<file path="src/rtl/pwb_pkg.sv">
// Shared definitions for the posted write buffer.
// Assumes at most one request per cycle on the processor port.
package pwb_pkg;
    typedef enum logic [1:0] {
        PWB_IDLE  = 2'd0,
        PWB_READ  = 2'd1,
        PWB_WRITE = 2'd2
    } pwb_op_e;

    // Classify a processor request.
    function automatic pwb_op_e pwb_decode(input logic valid, input logic we);
        if (!valid)  return PWB_IDLE;
        else if (we) return PWB_WRITE;
        else         return PWB_READ;
    endfunction
endpackage

</file>
<file path="src/rtl/pwb_slot.sv">
// Single pending-write slot. A load displaces any held entry through the
// commit outputs. A drain commits the held entry and empties the slot.
// Assumes load takes priority over drain in the same cycle.
module pwb_slot #(
    parameter int AW = 6,
    parameter int DW = 16
) (
    input  logic          clk,
    input  logic          rst_n,
    input  logic          load,
    input  logic [AW-1:0] load_addr,
    input  logic [DW-1:0] load_data,
    input  logic          drain,
    output logic          held,
    output logic [AW-1:0] held_addr,
    output logic [DW-1:0] held_data,
    output logic          commit
);
    // Commit whenever a held entry is displaced or drained.
    always_comb begin
        commit = held && (load || drain);
    end

    // Slot state update.
    always_ff @(posedge clk) begin
        if (!rst_n) begin
            held      <= 1'b0;
            held_addr <= '0;
            held_data <= '0;
        end else if (load) begin
            held      <= 1'b1;
            held_addr <= load_addr;
            held_data <= load_data;
        end else if (drain) begin
            held      <= 1'b0;
        end
    end
endmodule

</file>
<file path="src/rtl/pwb_read_path.sv">
// Read side: compares a read against the pending slot, issues RAM reads on
// a miss, and aligns hit and miss answers to a one-cycle latency.
// Assumes the RAM returns registered data one cycle after ram_re.
module pwb_read_path #(
    parameter int AW = 6,
    parameter int DW = 16
) (
    input  logic          clk,
    input  logic          rst_n,
    input  logic          rd_req,
    input  logic [AW-1:0] rd_addr,
    input  logic          held,
    input  logic [AW-1:0] held_addr,
    input  logic [DW-1:0] held_data,
    input  logic [DW-1:0] ram_rdata,
    output logic          ram_re,
    output logic [AW-1:0] ram_raddr,
    output logic          rsp_valid,
    output logic [DW-1:0] rsp_rdata
);
    logic          hit;
    logic          hit_q;
    logic [DW-1:0] fwd_q;

    // Address match against the pending slot.
    always_comb begin
        hit       = rd_req && held && (rd_addr == held_addr);
        ram_re    = rd_req && !hit;
        ram_raddr = rd_addr;
    end

    // Register response flags and forwarded data.
    always_ff @(posedge clk) begin
        if (!rst_n) begin
            rsp_valid <= 1'b0;
            hit_q     <= 1'b0;
            fwd_q     <= '0;
        end else begin
            rsp_valid <= rd_req;
            hit_q     <= hit;
            if (hit) fwd_q <= held_data;
        end
    end

    // Select forwarded data or RAM output.
    always_comb begin
        rsp_rdata = hit_q ? fwd_q : ram_rdata;
    end
endmodule

</file>
<file path="src/rtl/posted_write_buffer.sv">
// One-entry posted write buffer between a processor port and a dual-port
// synchronous RAM. Writes land in RAM one write request late; reads are
// forwarded from the pending slot on address match.
// Assumes one request per cycle; flush alongside a write is absorbed.
module posted_write_buffer #(
    parameter int AW = 6,
    parameter int DW = 16
) (
    input  logic          clk,
    input  logic          rst_n,
    input  logic          req_valid,
    input  logic          req_we,
    input  logic [AW-1:0] req_addr,
    input  logic [DW-1:0] req_wdata,
    input  logic          flush,
    output logic          rsp_valid,
    output logic [DW-1:0] rsp_rdata,
    output logic          ram_we,
    output logic [AW-1:0] ram_waddr,
    output logic [DW-1:0] ram_wdata,
    output logic          ram_re,
    output logic [AW-1:0] ram_raddr,
    input  logic [DW-1:0] ram_rdata
);
    import pwb_pkg::*;

    pwb_op_e       op;
    logic          is_wr;
    logic          is_rd;
    logic          held;
    logic [AW-1:0] held_addr;
    logic [DW-1:0] held_data;
    logic          commit;

    // Decode the incoming request.
    always_comb begin
        op    = pwb_decode(req_valid, req_we);
        is_wr = (op == PWB_WRITE);
        is_rd = (op == PWB_READ);
    end

    pwb_slot #(.AW(AW), .DW(DW)) u_slot (
        .clk       (clk),
        .rst_n     (rst_n),
        .load      (is_wr),
        .load_addr (req_addr),
        .load_data (req_wdata),
        .drain     (flush),
        .held      (held),
        .held_addr (held_addr),
        .held_data (held_data),
        .commit    (commit)
    );

    pwb_read_path #(.AW(AW), .DW(DW)) u_rd (
        .clk       (clk),
        .rst_n     (rst_n),
        .rd_req    (is_rd),
        .rd_addr   (req_addr),
        .held      (held),
        .held_addr (held_addr),
        .held_data (held_data),
        .ram_rdata (ram_rdata),
        .ram_re    (ram_re),
        .ram_raddr (ram_raddr),
        .rsp_valid (rsp_valid),
        .rsp_rdata (rsp_rdata)
    );

    // Drive the RAM write port from the slot's commit.
    always_comb begin
        ram_we    = commit;
        ram_waddr = held_addr;
        ram_wdata = held_data;
    end
endmodule

</file>
<file path="config.mk">
export PLATFORM = sky130hd
export DESIGN_NAME = posted_write_buffer
export DESIGN_NICKNAME = d
export VERILOG_FILES = /design/src/rtl/pwb_pkg.sv /design/src/rtl/pwb_slot.sv /design/src/rtl/pwb_read_path.sv /design/src/rtl/posted_write_buffer.sv
export SDC_FILE = /design/constraint.sdc
export NUM_CORES = 1
export LEC_CHECK = 0
export BUFFER_PORTS_ARGS = -buffer_cell sky130_fd_sc_hd__buf_2
export CAP_MARGIN = 15
export CORE_MARGIN = 1
export CORE_UTILIZATION = 38
export CTS_CLUSTER_SIZE = 24
export DETAILED_ROUTE_END_ITERATION = 7
export GPL_TIMING_DRIVEN = 0
export MAX_ROUTING_LAYER = met4
export PLACE_DENSITY = 0.68
export SETUP_SLACK_MARGIN = 0.3
export SYNTH_ARGS = -nofsm -noshare
export SYNTH_HDL_FRONTEND = slang
export SYNTH_SLANG_ARGS = --single-unit
</file>
<file path="constraint.sdc">
create_clock -name clk -period 3.6 [get_ports clk]
set_input_delay 0.18 -clock clk [delete_from_list [all_inputs] [get_ports clk]]
set_output_delay 0.18 -clock clk [all_outputs]
set_load 0.005 [all_outputs]
</file>
==> results.py <==
metrics = {
    "worst_setup_path": {
        "worst-path-max-fanout": 10,
        "max_stage_delay_ns": 0.38,
        "cpMostUsedCell": "buf_2",
        "worst_ep_required_time_ns": 3.42,
        "crit_family": "buffers and inverters",
        "arrival_ns": 1.81,
        "critPathLaunchType": "register",
        "cpMaxStageDelayCell": "clkbuf_1",
        "timing.reg2reg.setup_slack_ns": 1.98,
        "crit_chain": "clkbuf_1 > buf_2 > mux2_2 > buf_2",
        "crit_buf_inv": 3,
        "end_kind": "primary output",
        "critical_path_class": "reg2out",
    },
    "pwr": {
        "cellPowerDensity_nw_per_um2": 380.9,
        "ir_worst_vdd_mv": 0.2467,
        "design_power_total_mw": 0.9256,
        "p_leak_nw": 1.063,
    },
    "global_routing": {
        "grt_use_total_pct": 19.70,
        "first_global_vias": 1547,
        "grt_pass1_wl_um": 7527,
        "antenna_found_initial": 0,
        "grt_overflow": 0,
        "grt_max_degree": 13,
    },
    "final_layout": {
        "final_cell_mix": "buf_2 (92), nand2_1 (46), dfxtp_1 (41), a21oi_1 (40), nand3_1 (17)",
        "fillCellCount": 439,
        "multi_input_area_um2": 845.8,
        "nets": 356,
        "area_delta_synth_final_pct": 33.65,
        "drive_gt1_share_pct": 40.13,
        "final_common_cell": "buf_2",
        "diodes": 0,
        "seqCellArea_um2": 820.8,
    },
    "routing": {
        "wl_met3_um": 217,
        "drt-initial-drc-count": 104,
        "top_layer_used": "met4",
        "drc": 3,
        "routed_wirelength_um": 4754,
        "vias_per_cell": 4.915,
        "routedWlPerCell_um": 12.99,
        "wl_met2_um": 2191,
        "final_antenna_net_count": 0,
        "wl_met1_um": 2243,
        "drtPass1Iterations": 6,
        "num_vias": 1799,
    },
    "place": {
        "dp_hpwl_um": 3527,
        "preCtsSetupSlack_ns": 1.937,
        "routabilityCongestion": 0.8095,
        "numPortBuffers": 89,
    },
    "cts": {
        "post-cts-setup-buffers": 0,
        "clk_pin_slew_ns": 0.08,
        "numCtsBuffers": 5,
        "cts_tree": "built",
        "clock_sinks": 41,
        "htreeDepth": 2,
        "cts_resized": 0,
        "clkLatencyLatePin_ns": 0.29,
        "clock_path_buffers": 2,
        "root_buffer": "clkbuf_8",
        "cts_hold_buf": 0,
    },
    "outcome": {
        "violations": "design-rule violations",
        "status": "finished with violations",
    },
    "die": {
        "die_w_um": 71.17,
        "ioPinCount": 90,
        "start_util_pct": 40.63,
        "fp.dieH_um": 71.17,
        "core_um2": 4474,
        "die_area_um2": 5064,
        "row_count": 24,
    },
    "sta": {
        "slew_viol_final": 0,
        "timing.setup.tns_ns": 0,
        "min_period_over_period_pct": 55.23,
        "tightest_slew_ns": 0.5356,
        "hold_viol": 0,
        "rsz0062_at_grt": "false",
        "setup_ws_ns": 1.612,
        "setup_viol": 0,
        "fmax_ghz": 0.5029,
        "fin_worst_skew_ns": 0.005701,
        "finalCriticalPeriod_ns": 1.988,
        "relSlewSlack_pct": 64.29,
    },
    "logic_synthesis": {
        "synth.distinct_cells": 23,
        "yosysSeqAreaShare_pct": 45.15,
        "ys_warn_count": 0,
        "syn_inst": 217,
        "syn_area_per_cell_um2": 8.378,
        "synth_nets": 260,
        "syn_area_um2": 1818,
        "ys_ff_latch": 41,
    },
    "flow_run": {
        "drv_cap": 0,
    },
    "hold_path": {
        "hold_class": "in2reg",
    },
}
[final cells by class]
class / count / share of cell area [%]
tap: 52 / 2.678
clock buffer: 7 / 3.965
clock inverter: 1 / 0.2060
buffer: 23 / 6.076
sequential: 41 / 33.78
timing repair buffer: 89 / 18.33
inverter: 1 / 0.1545
multi-input combinational: 152 / 34.81
[power by group]
part | switching [mW] | internal (mW) | leakage, nW
Combinational | 0.0614 | 0.0622 | 0.675
Sequential | 0.00971 | 0.466 | 0.333
Clock | 0.153 | 0.173 | 0.0542
Total | 0.225 | 0.701 | 1.06
[through the flow]
stage / std cells / utilization [%] / area, um2 / hold WS [ns]
floorplan: 217 / - / 1818 / 0.3160
detailed placement: 358 / 52.04 / 2328 / 0.4302
finish: 366 / 54.31 / 2430 / 0.1234
global placement: 358 / 52.04 / 2328 / 0.4229
global route: 366 / 54.31 / 2430 / 0.1131
CTS: 366 / 54.31 / 2430 / 0.1212
[state kept, by name, summed over array words and instances, names as in the netlist]
| register | flops |
|---|---|
| u_rd.rsp_valid | 1 |
| u_rd.fwd_q | 16 |
| u_slot.held_data | 16 |
| u_rd.hit_q | 1 |
| u_slot.held | 1 |
| u_slot.held_addr | 6 |
[cells in the mapped netlist]
master / count / area share (%)
nand3_1: 17 / 4.7
inv_1: 1 / 0.21
and2_1: 1 / 0.34
nand2b_1: 2 / 0.69
nand4b_1: 1 / 0.48
and3_1: 1 / 0.34
xnor2_1: 6 / 2.9
buf_12: 1 / 1.1
nand4_1: 1 / 0.34
buf_6: 2 / 1.2
a21oi_1: 40 / 11
buf_2: 3 / 0.83
o21ai_0: 16 / 4.4
o21a_1: 1 / 0.41
dfxtp_1: 41 / 45
mux2_2: 16 / 9.9
and4b_1: 1 / 0.55
nand2_1: 46 / 9.5
nor4_1: 1 / 0.34
buf_4: 7 / 2.9
nor2_1: 1 / 0.21
clkbuf_1: 10 / 2.1
nand3b_1: 1 / 0.41
[kinds of logic (layout without fill, tap and decap cells)]
| family | count (synthesis) | in the layout | synth area share (%) |
|---|---|---|---|
| and+or+nand+nor | 73 | 73 | 17.90 |
| AOI/OAI and AO/OA | 57 | 57 | 15.83 |
| DFF | 41 | 41 | 45.15 |
| buffers and inverters | 24 | 121 | 8.327 |
| muxes | 16 | 16 | 9.910 |
| xor gates and xnor gates | 6 | 6 | 2.891 |
[worst paths after layout]
kind	start	to	cells after the start
setup / recovery	u_rd.hit_q$_SDFF_PN0_	rsp_rdata[2]	4
hold / removal	req_wdata[0]	u_slot.held_data[0]$_SDFFE_PN0P_	3
setup reg to reg	u_slot.held_addr[0]$_SDFFE_PN0P_	u_rd.fwd_q[5]$_SDFFE_PN0P_	5
hold reg to reg	u_slot.held_data[12]$_SDFFE_PN0P_	u_slot.held_data[12]$_SDFFE_PN0P_	2
[tightest hold or removal path, stage by stage]
cell and delay [ns]:
buf_2 0.10, nand2_1 0.04, a21oi_1 0.05
[metal layers]
layer	GRT usage, %	up-vias
met5	-	-
met2	27.83	61
met4	8.000	0
met3	3.704	11
met1	27.56	803
li1	-	924
(Power assumes the default switching activity.)
